[src/rtl/ptp_tag_pkg.sv]
`timescale 1ns/1ps
// Package: shared operation-code type and decode for the tag return path.
// Assumes the 2-bit code values are fixed by the client interface.
package ptp_tag_pkg;

    typedef enum logic [1:0] {
        OP_NONE     = 2'b00,
        OP_ONE_STEP = 2'b01,
        OP_TWO_STEP = 2'b10,
        OP_RESERVED = 2'b11
    } ts_op_e;

    // True when the code requests a timestamp; reserved acts as none.
    function automatic logic op_takes_stamp(input logic [1:0] op);
        logic res;
        case (ts_op_e'(op))
            OP_ONE_STEP: res = 1'b1;
            OP_TWO_STEP: res = 1'b1;
            default:     res = 1'b0;
        endcase
        return res;
    endfunction

endpackage

[src/rtl/ptp_op_gate.sv]
`timescale 1ns/1ps
// Module: ptp_op_gate
// Turns the ingress and capture-plane strobes into queue push/pop requests.
// Assumes each strobe is a single-cycle beat qualified by its own op code.
module ptp_op_gate
    import ptp_tag_pkg::*;
(
    input  logic       tx_sof,
    input  logic [1:0] tx_op,
    input  logic       cap_sof,
    input  logic [1:0] cap_op,
    output logic       push_req,
    output logic       pop_req
);

    // Only stamping codes reach the queue.
    always_comb begin
        push_req = tx_sof  && op_takes_stamp(tx_op);
        pop_req  = cap_sof && op_takes_stamp(cap_op);
    end

endmodule

[src/rtl/ptp_tag_fifo.sv]
`timescale 1ns/1ps
// Module: ptp_tag_fifo
// In-order tag queue. A push on a full queue is refused unless a pop
// happens in the same cycle. A pop on an empty queue is refused, and the
// two refusals are reported as one-cycle strobes.
// Assumes DEPTH >= 2. Storage is not reset; only the pointers are.
module ptp_tag_fifo #(
    parameter int DEPTH = 8,
    parameter int W     = 16,
    localparam int AW   = $clog2(DEPTH),
    localparam int CW   = $clog2(DEPTH + 1)
) (
    input  logic          clk,
    input  logic          rst_n,
    input  logic          push_req,
    input  logic [W-1:0]  wdata,
    input  logic          pop_req,
    output logic [W-1:0]  rdata,
    output logic          pop_ok,
    output logic          push_drop,
    output logic          pop_miss,
    output logic [CW-1:0] count,
    output logic          empty,
    output logic          full
);

    logic [W-1:0]  mem [DEPTH];
    logic [AW-1:0] wr_ptr;
    logic [AW-1:0] rd_ptr;
    logic          push_ok;

    // Occupancy flags and accept/refuse decisions for this cycle.
    always_comb begin
        empty     = (count == '0);
        full      = (count == CW'(DEPTH));
        pop_ok    = pop_req && !empty;
        pop_miss  = pop_req && empty;
        push_ok   = push_req && (!full || pop_ok);
        push_drop = push_req && full && !pop_ok;
        rdata     = mem[rd_ptr];
    end

    // Store an accepted tag at the write pointer.
    always_ff @(posedge clk) begin
        if (push_ok) begin
            mem[wr_ptr] <= wdata;
        end
    end

    // Advance pointers with wrap and track occupancy.
    always_ff @(posedge clk) begin
        if (!rst_n) begin
            wr_ptr <= '0;
            rd_ptr <= '0;
            count  <= '0;
        end else begin
            if (push_ok) begin
                wr_ptr <= (wr_ptr == AW'(DEPTH - 1)) ? '0 : wr_ptr + 1'b1;
            end
            if (pop_ok) begin
                rd_ptr <= (rd_ptr == AW'(DEPTH - 1)) ? '0 : rd_ptr + 1'b1;
            end
            count <= count + CW'(push_ok) - CW'(pop_ok);
        end
    end

endmodule

[src/rtl/ptp_sticky_flags.sv]
`timescale 1ns/1ps
// Module: ptp_sticky_flags
// A bank of N error flags. A flag sets on its strobe and holds until reset.
// Assumes the reset is the transmit path reset and is synchronous.
module ptp_sticky_flags #(
    parameter int N = 2
) (
    input  logic         clk,
    input  logic         rst_n,
    input  logic [N-1:0] set,
    output logic [N-1:0] flag
);

    for (genvar g = 0; g < N; g++) begin : g_flag
        // Latch bit g on its strobe; only reset releases it.
        always_ff @(posedge clk) begin
            if (!rst_n) begin
                flag[g] <= 1'b0;
            end else if (set[g]) begin
                flag[g] <= 1'b1;
            end
        end
    end

endmodule

[src/rtl/ptp_ts_out.sv]
`timescale 1ns/1ps
// Module: ptp_ts_out
// Result register. It pairs the popped tag with the timer value of the
// capture cycle, shows them one cycle later, and raises a one-cycle valid.
// Assumes at most one fire per cycle.
module ptp_ts_out #(
    parameter int TAG_W  = 16,
    parameter int TIME_W = 80
) (
    input  logic              clk,
    input  logic              rst_n,
    input  logic              fire,
    input  logic [TAG_W-1:0]  tag_in,
    input  logic [TIME_W-1:0] time_in,
    output logic              valid,
    output logic [TAG_W-1:0]  tag_out,
    output logic [TIME_W-1:0] time_out
);

    // Valid follows fire for exactly one cycle.
    always_ff @(posedge clk) begin
        if (!rst_n) begin
            valid <= 1'b0;
        end else begin
            valid <= fire;
        end
    end

    // Capture the tag and time only on a successful pop.
    always_ff @(posedge clk) begin
        if (!rst_n) begin
            tag_out  <= '0;
            time_out <= '0;
        end else if (fire) begin
            tag_out  <= tag_in;
            time_out <= time_in;
        end
    end

endmodule

[src/rtl/ptp_tag_return.sv]
`timescale 1ns/1ps
// Module: ptp_tag_return (top)
// Queues client tags of stamping frames at ingress. When the frame crosses
// the capture plane, it pops the tag, pairs it with the system time and
// returns the pair to the client. Frames are never modified.
// Assumes sys_time is synchronous to clk, and that frames reach the capture
// plane in ingress order with an unchanged op code.
module ptp_tag_return #(
    parameter int DEPTH  = 8,
    parameter int TAG_W  = 16,
    parameter int TIME_W = 80,
    localparam int CW    = $clog2(DEPTH + 1)
) (
    input  logic              clk,
    input  logic              rst_n,
    input  logic              tx_sof,
    input  logic [1:0]        tx_op,
    input  logic [TAG_W-1:0]  tx_tag,
    input  logic              cap_sof,
    input  logic [1:0]        cap_op,
    input  logic [TIME_W-1:0] sys_time,
    output logic              ts_valid,
    output logic [TAG_W-1:0]  ts_tag,
    output logic [TIME_W-1:0] ts_time,
    output logic              tag_wr_err,
    output logic              tag_rd_err
);

    logic             push_req;
    logic             pop_req;
    logic             pop_ok;
    logic             push_drop;
    logic             pop_miss;
    logic [TAG_W-1:0] head_tag;
    logic [CW-1:0]    fifo_count;
    logic             fifo_empty;
    logic             fifo_full;
    logic [1:0]       err_set;
    logic [1:0]       err_flag;

    ptp_op_gate u_gate (
        .tx_sof   (tx_sof),
        .tx_op    (tx_op),
        .cap_sof  (cap_sof),
        .cap_op   (cap_op),
        .push_req (push_req),
        .pop_req  (pop_req)
    );

    ptp_tag_fifo #(.DEPTH(DEPTH), .W(TAG_W)) u_fifo (
        .clk       (clk),
        .rst_n     (rst_n),
        .push_req  (push_req),
        .wdata     (tx_tag),
        .pop_req   (pop_req),
        .rdata     (head_tag),
        .pop_ok    (pop_ok),
        .push_drop (push_drop),
        .pop_miss  (pop_miss),
        .count     (fifo_count),
        .empty     (fifo_empty),
        .full      (fifo_full)
    );

    // Bit 0 records dropped writes, bit 1 records failed reads.
    always_comb begin
        err_set = {pop_miss, push_drop};
    end

    ptp_sticky_flags #(.N(2)) u_err (
        .clk   (clk),
        .rst_n (rst_n),
        .set   (err_set),
        .flag  (err_flag)
    );

    ptp_ts_out #(.TAG_W(TAG_W), .TIME_W(TIME_W)) u_out (
        .clk      (clk),
        .rst_n    (rst_n),
        .fire     (pop_ok),
        .tag_in   (head_tag),
        .time_in  (sys_time),
        .valid    (ts_valid),
        .tag_out  (ts_tag),
        .time_out (ts_time)
    );

    // Route the flag bank to the status ports.
    always_comb begin
        tag_wr_err = err_flag[0];
        tag_rd_err = err_flag[1];
    end

endmodule

[config.mk]
export PLATFORM = sky130hd
export DESIGN_NAME = ptp_tag_return
export DESIGN_NICKNAME = d
export VERILOG_FILES = /design/src/rtl/ptp_tag_pkg.sv /design/src/rtl/ptp_op_gate.sv /design/src/rtl/ptp_tag_fifo.sv /design/src/rtl/ptp_sticky_flags.sv /design/src/rtl/ptp_ts_out.sv /design/src/rtl/ptp_tag_return.sv
export SDC_FILE = /design/constraint.sdc
export NUM_CORES = 1
export LEC_CHECK = 0
export BUFFER_PORTS_ARGS = -buffer_cell sky130_fd_sc_hd__buf_2
export CAP_MARGIN = 20
export CORE_MARGIN = 2
export CORE_UTILIZATION = 54
export DETAILED_ROUTE_END_ITERATION = 7
export GPL_TIMING_DRIVEN = 0
export PLACE_DENSITY = 0.79
export SYNTH_ARGS = -nofsm -noshare
export SYNTH_HDL_FRONTEND = slang
export SYNTH_SLANG_ARGS = --single-unit
[constraint.sdc]
create_clock -name clk -period 4.6 [get_ports clk]
set_clock_uncertainty 0.2 [all_clocks]
set_input_delay 0.69 -clock clk [delete_from_list [all_inputs] [get_ports clk]]
set_output_delay 0.69 -clock clk [all_outputs]
set_load 0.1 [all_outputs]
==> results.md, run 1 <==
Cells and area:
- The filler cell count is 1232.
- Relative to the synthesized area, the layout overhead comes to 23.6%.
- The most common cell after layout, fill and taps aside is buf_2.
- The fraction of final layout cells with drive strength greater than 1 is 0.309.
- Leaving out fill and tap cells, the most frequent cells in the layout are 223 x buf_2, 173 x nand2_1, 128 x edfxtp_1, 109 x dfxtp_1, 66 x a21boi_0.
- 0 antenna diodes ended up in the layout.
- The count of cells in the finished layout, fillers not included, comes to 1176.
- The number of nets in the layout is 1054.
- After routing the design area is 11200 sq um.

Floorplanning:
- The effective utilization at floorplan is 0.548.
- The row count is 47.
- The top-level port count is 203.
- The die height is 133 microns.
- The total die area is 17800 sq um.
- Measured along the x axis, the die boundary spans 133 microns.
- The core region is 16500 sq um.

Setup path:
- STA classifies the critical path startpoint as a flip-flop.
- The launch point of the critical path is u_fifo.count[2]$_SDFF_PN0_.
- The most frequent cell on the critical path is ha_1.
- For this run, the slowest stage of the critical path takes 0.38 ns.
- The worst flop-to-flop path startpoint is u_fifo.count[2]$_SDFF_PN0_.
- STA classifies the critical path endpoint as a flip-flop.
- The worst endpoint data arrival time is 3.19 ns.
- The number of buffers and inverters on the critical path is 5.
- The slowest stage of the critical path belongs to the cell fa_1.
- The critical setup path kind is reg -> reg.
- Along the worst path, the maximum fanout reaches 10.
- The kind of cell with the highest combined delay along the critical path is adder cells.
- The worst path required time is 4.80 ns.
- The critical path goes through inv_1, ha_1, a211o_2, clkinv_2, buf_6, buf_2, ha_1, inv_1, ha_1, fa_1, xor2_1, and2_1.

Power:
- Power spread over the standard cell area amounts to 567 nW/um^2.
- For this design the static power due to leakage is 0.00433 uW.
- VDD sags by at most 0.390 mV.

Yosys:
- The flip-flop and latch count after synthesis is 237.
- Counting distinct cell types in the post-synthesis netlist gives 43.
- The number of nets in the synthesized netlist is 822.
- The share of the Yosys chip area taken by registers is 0.668.
- Summing every instance area after synthesis gives 9020 sq um.
- The per-instance average area after synthesis is 12.8 sq um.
- Synthesis produced 707 cells.
- Yosys printed 0 warnings.

Drt:
- After detailed routing, the number of remaining DRC violations is 0.
- The routed via count divided by cell count is 5.34.
- Signal routing reaches up to met4.
- The first routing iteration left 311 violations.
- The detailed-router iteration count before antenna repair is 5.
- The met3 wire length is 1.56 mm.
- The total wirelength of the detailed-routed design is 22.0 mm.
- The total routed wire length on the met1 layer is 8.75 mm.
- The routed design uses 10.8 mm of met2 wire.
- In the final routed layout, each cell accounts on average for 18.7 microns.
- The detail route stage leaves a number of antenna-violating nets equal to 0.
- The final route contains 6281 vias.

Place:
- The half-perimeter wire length after placement is 14.7 mm.
- The routability congestion estimate from global placement is 0.823.
- The cell count after placement is 1133.
- Summing all placed instances gives a cell area of 10400 sq um.
- The number of input and output port buffers inserted is 201.

Timing:
- The final number of hold-violating endpoints is 0.
- Timing would allow up to 334 MHz.
- The headroom to the max-slew limit is 0.313.
- Setup violations remaining at the end of the flow were counted as 0.
- Dividing the final minimum period by the clock period gives 0.650.
- The max-slew violation count came to 0.
- The final critical-path required period is 2.99 ns.
- At the pin with the least slew margin, the transition time is 1.03 ns.
- Setup repair after global routing left no endpoint under its margin.
- Hold is met by 0.214 ns.

Run status:
- The run finished with clean final reports.

CTS:
- Counting every sink on the clock net gives 237.
- The post-CTS setup-driven buffer insertion count is 0.
- CTS placed an instance of clkbuf_16 at the clock tree root.
- After clock tree synthesis, the clock-pin slew on the worst setup and hold paths is 0.06 ns.
- CTS built an H-tree with a depth of 1.
- The clock latency on the worst-skew pair is 0.52 ns.
- The number of hold buffers added after CTS was 0.
- The count of instances resized after the clock tree is built is 0.
- The TritonCTS clock tree is yes.
- The maximum buffer depth of the clock tree is 3.
- The number of buffers created by CTS is 24.

Global routing:
- Entering global routing, the biggest net connects 17 pins.
- The initial antenna violation count is 0.
- For this run, the total global-route usage over all layers was measured as 0.244.
- The first global-routing pass estimated 33.3 mm of wire.
- The global route total overflow is 0.
- The via count of the first global-routing pass is 6166.

Run:
- The tool flagged a number of max-cap violations equal to 0.

Worst hold path:
- The worst hold path belongs to the class in -> reg.
- The worst hold path begins at sys_time[23].
report_power, final:
group | internal [uW] | total, uW | switching (uW)
Sequential | 2410 | 2500 | 88.7
Combinational | 426 | 1950 | 1530
Clock | 1100 | 1870 | 762
Total | 3940 | 6320 | 2380
stage by stage:
| stage | TNS (ns) | utilization | power, uW | setup slack (ns) |
|---|---|---|---|---|
| 6_report | 0 | 0.677 | 6320 | 1.61 |
| 5_1_grt | 0 | 0.677 | 6560 | 1.44 |
| 4_1_cts | 0 | 0.677 | 6360 | 1.57 |
| 3_5_place_dp | 0 | 0.630 | 4500 | 1.15 |
| 3_3_place_gp | -18.07 | 0.626 | 4460 | -0.512 |
| 2_1_floorplan | 0 | - | 4090 | 0.964 |
cell families (layout without fill, tap and decap cells):
kind of cell             after synthesis  count (layout)  share of synthesized area
XOR/XNOR                               4               4                    0.00388
buffers and inverters                 55             304                     0.0315
AND/OR/NAND/NOR                      196             196                     0.0901
AO/OA/AOI/OAI                        153             153                      0.112
adder cells (fa/ha/maj)               11              11                     0.0161
multiplexers                          51              51                     0.0788
flip-flops                           237             237                      0.668
worst reg2reg max path, stage by stage, from the launching register on:
cell	delay (ns)
dfxtp_1	0.30
inv_1	0.07
ha_1	0.23
a211o_2	0.35
clkinv_2	0.14
buf_6	0.18
buf_2	0.31
ha_1	0.19
inv_1	0.03
ha_1	0.20
fa_1	0.38
xor2_1	0.16
and2_1	0.14
final cells by class:
cell class / count / area (sq um) / share of cell area
plain buffers: 47 / 253 / 0.0227
inverters: 8 / 31.3 / 0.00281
clock buffers: 37 / 699 / 0.0627
flip-flops and latches: 237 / 6030 / 0.540
multi-input cells: 415 / 2740 / 0.246
well taps: 220 / 275 / 0.0247
repair buffers: 206 / 1050 / 0.0946
clock inverters: 6 / 70.1 / 0.00628
Yosys cell counts (all sizes together):
library cell,number,area [sq um]
or3,1,6.26
edfxtp,128,3840
ha,10,125
a21o,1,7.51
o311a,1,10.0
xnor2,1,8.76
and4,1,8.76
fa,1,20.0
and3,1,6.26
o21ai,16,80.1
clkbuf,16,60.1
a211o,1,10.0
nor2,4,22.5
a31oi,1,6.26
nand2,173,649
clkinv,1,5.00
nor3,1,5.00
xor2,3,26.3
nor4,1,6.26
o21a,1,7.51
mux2i,35,350
or2,1,6.26
o22ai,16,100
nand3b,1,7.51
nor2b,1,6.26
inv,7,26.3
and2,5,31.3
nor4bb,1,10.0
nand2b,1,6.26
a21oi,33,165
and4bb,1,12.5
buf,31,193
a21boi,83,623
dfxtp,109,2180
mux4,16,360
nor4b,1,8.76
and4b,2,20.0
state kept, by name, summed over array words and instances (netlist names):
name / flops
u_out.tag_out: 16
u_fifo.count: 4
u_fifo.mem: 128
u_fifo.rd_ptr: 3
u_err.flag: 2
u_fifo.wr_ptr: 3
u_out.time_out: 80
u_out.valid: 1
metal layers:
layer / GRT usage / vias up
met1: 0.302 / 2962
met4: 0.0952 / 0
met5: 0 / -
li1: - / 2990
met3: 0.0434 / 57
met2: 0.426 / 272
worst paths after layout:
path | cells after the start | slack, ns | end
setup / recovery | 12 | 1.61 | u_fifo.count[2]$_SDFF_PN0_
hold / removal | 3 | 0.21 | u_out.time_out[23]$_SDFFE_PN0P_
setup reg to reg | 12 | 1.61 | u_fifo.count[2]$_SDFF_PN0_
hold reg to reg | 2 | 0.25 | u_out.time_out[8]$_SDFFE_PN0P_
(Power assumes the default switching activity.)
==> inputs of run 2 (changes only) <==
--- a/config.mk
+++ b/config.mk
@@ -5,6 +5,7 @@
 export SDC_FILE = /design/constraint.sdc
 export NUM_CORES = 1
 export LEC_CHECK = 0
+export ABC_AREA = 1
 export BUFFER_PORTS_ARGS = -buffer_cell sky130_fd_sc_hd__buf_2
 export CAP_MARGIN = 20
 export CORE_MARGIN = 2
==> constraint.sdc (replaced) <==
create_clock -name clk -period 2.9 [get_ports clk]
set_clock_uncertainty 0.2 [all_clocks]
set_input_delay 0.435 -clock clk [delete_from_list [all_inputs] [get_ports clk]]
set_output_delay 0.435 -clock clk [all_outputs]
set_load 0.1 [all_outputs]
==> run 2 against run 1 <==
Effect of this change: the run now ends with hold timing left; clock power grew 68%; hold slack got worse by 0.22 ns; sequential share of layout area is 4.3 points lower; area after synthesis up 1.0%; register-to-register slack worse by 1.4 ns; total power increased by 94%; cell area is 8.5% higher; via count up 30%; sequential power up 68%; first-iteration DRC count rose to 3.0 times the previous value; non-clock buffer count is 86 higher; clock-buffer cell count decreased by 3; critical path type unchanged; critical endpoint unchanged; largest cell class unchanged.
==> results.md, run 2 <==
Run status:
- The flow ran to the end, but the final reports show violations.
- The checks that failed: hold timing.

Yosys:
- The summed instance area of the synthesized netlist is 9120 sq um (+1.0%).
- The synthesized netlist cell count was 931 (+32%).
- The share of flip-flops with an asynchronous set or reset after synthesis is 0 (unchanged).
- After synthesis, the most frequently instantiated cells are 245 x nor2_1, 167 x nand2_1, 128 x edfxtp_1.
- The portion of the post-synthesis area used by sequential elements is 0.661 (-0.00687).
- The most used flip-flop cell after synthesis is edfxtp_1.
- The top cell type's share of synthesized area is 0.422 (-0.00438).
- The cell type with the largest total area after synthesis is edfxtp_1.
- Among all cell types in the netlist, the one instantiated most often is nor2_1.
- After synthesis, the cell types taking the most area are edfxtp_1 42%, dfxtp_1 24%, nor2_1 10%, nand2_1 6.9%, o21ai_0 6.9%.
- The flip-flop and latch count after synthesis is 237 (unchanged).
- The synthesized net count is 1046 (+27%).
- The per-instance average area after synthesis is 9.79 sq um (-23%).
- The count of cell types in the netlist is 27 (-37%).
- The number of enable flip-flop cells after synthesis was 128 (unchanged).
- The number of warnings issued by yosys is 0 (unchanged).

CTS:
- TritonCTS built the clock tree.
- The maximum buffer depth of the clock tree came to 3 (unchanged).
- In this run the clock root is driven by a clkbuf_16.
- The number of H-tree levels is 1 (unchanged).
- The number of buffers created by CTS is 25 (+4.2%).
- The clock transition at the register clock pins on the worst setup and hold paths after CTS is 0.06 ns (about the same).
- The count of clock tree sinks is 237 (unchanged).
- The clock latency on the worst-skew pair is 0.52 ns (about the same).

Setup path:
- The critical setup path kind is reg -> reg.
- The startpoint kind of the worst setup timing path is a flip-flop.
- The maximum fanout count along the critical path is 10 (unchanged).
- The worst path required time is 3.12 ns (-1.68 ns).
- The worst endpoint data arrival time is 2.95 ns (-0.24 ns).
- The endpoint class of the critical path is a flip-flop.

Global routing:
- The global route total overflow was 0 (unchanged).
- The global routing met1 resource utilization is 0.372 (+0.0699).
- The pin count of the biggest net entering global routing is 17 (unchanged).
- The wire length of the first global-routing pass is 42.8 mm (+28%).
- The global routing met3 resource utilization came to 0.0794 (+0.0360).
- The most used routing layer in global routing is met2.
- The global-route met2 utilization is 0.524 (+0.0978).
- The via count of the first global-routing pass is 7985 (+30%).
- The global routing usage summed across all routing layers is 0.309 (+0.0652).
- The initial antenna violation count is 4 (+4).

Cells and area:
- The fraction of final layout cells with drive strength greater than 1 is 0.228 (-0.0810).
- Leaving out fill and tap cells, the most frequent cells in the layout are 237 x nor2_1, 213 x buf_2, 167 x nand2_1, 128 x edfxtp_1, 125 x o21ai_0.
- The most common cell after layout, fill and taps aside is nor2_1.
- Relative to the synthesized area, the layout overhead comes to 32.7%.
- The share of the core filled with cells in the final layout is 0.732 (+0.0552).
- Counting flops per register, the top entry is u_fifo.mem.
- The largest registers in the layout are u_fifo.mem x128, u_out.time_out x80, u_out.tag_out x16.
- The flip-flop count of the largest register after layout is 128 (unchanged).
- The number of nets in the layout came to 1357 (+29%).

Power:
- The power consumption is 12300 uW (+94%).
- The cell area power density is 1010 nW/um^2 (+79%).
- The static leakage power was 0.00522 uW (+20%).
- The worst ir drop on vdd came to 0.703 mV (+80%).

Drt:
- The total wirelength of the detailed-routed design was 27.9 mm (+27%).
- The detailed-router iteration count before antenna repair is 6 (+1).
- The count of routing violations after the opening detailed-route iteration is 939 (+200%).
- The routed via count divided by cell count came to 5.51 (+3.2%).
- The vias after detailed routing came to 8176 (+30%).
- The remaining antenna violation count after routing is 0 (unchanged).
- The residual DRC count is 0 (unchanged).
- The mean routed wirelength per cell was 18.8 microns (+0.51%).

Floorplanning:
- The die extent in x is 134 microns (+0.50%).
- The area of the placeable core came to 16500 sq um (+0.36%).
- The total die area was 17900 sq um (+1.0%).
- The effective utilization at floorplan is 0.552 (+0.00373).
- The top-level port count is 203 (unchanged).
- The row count is 47 (unchanged).
- The die height was 134 microns (+0.50%).

Timing:
- The number of endpoints failing setup at the final stage came to 0 (unchanged).
- The slew at the pin with the worst max-slew slack is 0.755 ns (-0.276 ns).
- The sum of negative setup slack is 0 ns (unchanged).
- The final hold slack was -0.00339 ns (-0.217 ns).
- Setup repair after global routing left no endpoint under its margin.
- The final number of hold-violating endpoints was 1 (+1).
- The headroom to the max-slew limit came to 0.496 (+0.184).
- The slack of the critical path was 0.169 ns (-1.44 ns).
- The final critical-path required period is 2.73 ns (-0.259 ns).
- The final critical-path share of the clock period is 0.942 (+0.292).
- The top achievable clock speed is 366 MHz (+9.5%).
- The max-slew violation count was 0 (unchanged).

Run:
- The max-cap violation count is 0 (unchanged).

Place:
- The setup slack after placement is 0.00182 ns (-1.15 ns).
- The number of input and output port buffers inserted was 201 (unchanged).
- The routability congestion estimate from global placement is 0.830 (+0.79%).
- The half-perimeter wire length after placement is 16.4 mm (+12%).

Worst hold path:
- The path class of the tightest hold or removal check is in -> reg.
## run 2: cell types whose count changed in the layout (fill, tap and decap cells not counted), sizes merged, moves of 14 or more
| cell | before | now |
|---|---|---|
| a21boi | 83 | 0 |
| o21ai | 16 | 129 |
| a21oi | 33 | 19 |
| mux2i | 35 | 0 |
| dlygate4sd3 | 0 | 78 |
| inv | 8 | 22 |
| mux4 | 16 | 0 |
| nor2 | 4 | 246 |
| o22ai | 16 | 0 |
| nand3 | 0 | 36 |
## run 2: cell type report
class	instances	area (sq um)
clock inverters	12	116
clock buffers	34	691
flip-flops and latches	237	6030
plain buffers	55	329
diodes	2	5.00
well taps	220	275
inverters	22	82.6
fillers	1055	4420
multi-input cells	617	2720
repair buffers	284	1860
## run 2: metrics by stage
step                      area [sq um]  std cells  hold slack [ns]
after floorplan                   9120        931            0.301
after global placement           10400       1352            0.245
after detailed placement         10500       1357            0.258
after CTS                        12100       1481          0.00107
after global routing             12100       1481           0.0117
final                            12100       1483         -0.00339
## run 2: layer usage
metal / part of all wire / up-vias
li1: - / 3713
met1: 0.37 / 3785
met2: 0.48 / 527
met3: 0.10 / 147
met4: 0.052 / 4
met5: 0.0012 / -
## run 2: logic make-up after synthesis
group	synth area share
xor+xnor	0.000961
buf+inv	0.0451
compound gates	0.0843
simple gates	0.193
fa+ha+maj	0.0159
flops	0.661
## run 2: report_power, final
part	switching [uW]	internal (uW)	leakage, uW	total [uW]
Combinational	3940	1010	0.00279	4950
Clock	1290	1850	0.000382	3140
Sequential	215	3980	0.00205	4190
## run 2: worst max-delay path, stage by stage (launching register included)
cell and delay (ns):
dfxtp_1 0.30, inv_1 0.10, ha_1 0.15, nand3_1 0.14
nand2_4 0.19, inv_2 0.08, buf_6 0.16, buf_6 0.16
ha_1 0.28, inv_1 0.04, ha_1 0.20, fa_1 0.38
xnor2_1 0.20, nor2_1 0.05
## run 2: path summary, 6_finish.rpt
check,start,slack (ns),depth (start not counted),endpoint
worst max-delay path,u_fifo.count[2]$_SDFF_PN0_,0.17,13,u_fifo.count[2]$_SDFF_PN0_
worst min-delay path,sys_time[19],-0.003,3,u_out.time_out[19]$_SDFFE_PN0P_
worst max register to register,u_fifo.count[2]$_SDFF_PN0_,0.17,13,u_fifo.count[2]$_SDFF_PN0_
worst min register to register,u_err.flag[0]$_SDFFE_PN0P_,0.27,2,u_err.flag[0]$_SDFFE_PN0P_
## run 2: what timing repair did
item	CTS	global route
setup endpoints to repair	0	65
resized for setup	0	5
hold endpoints to repair	150	0
hold buffers	78	0
setup buffers	0	0
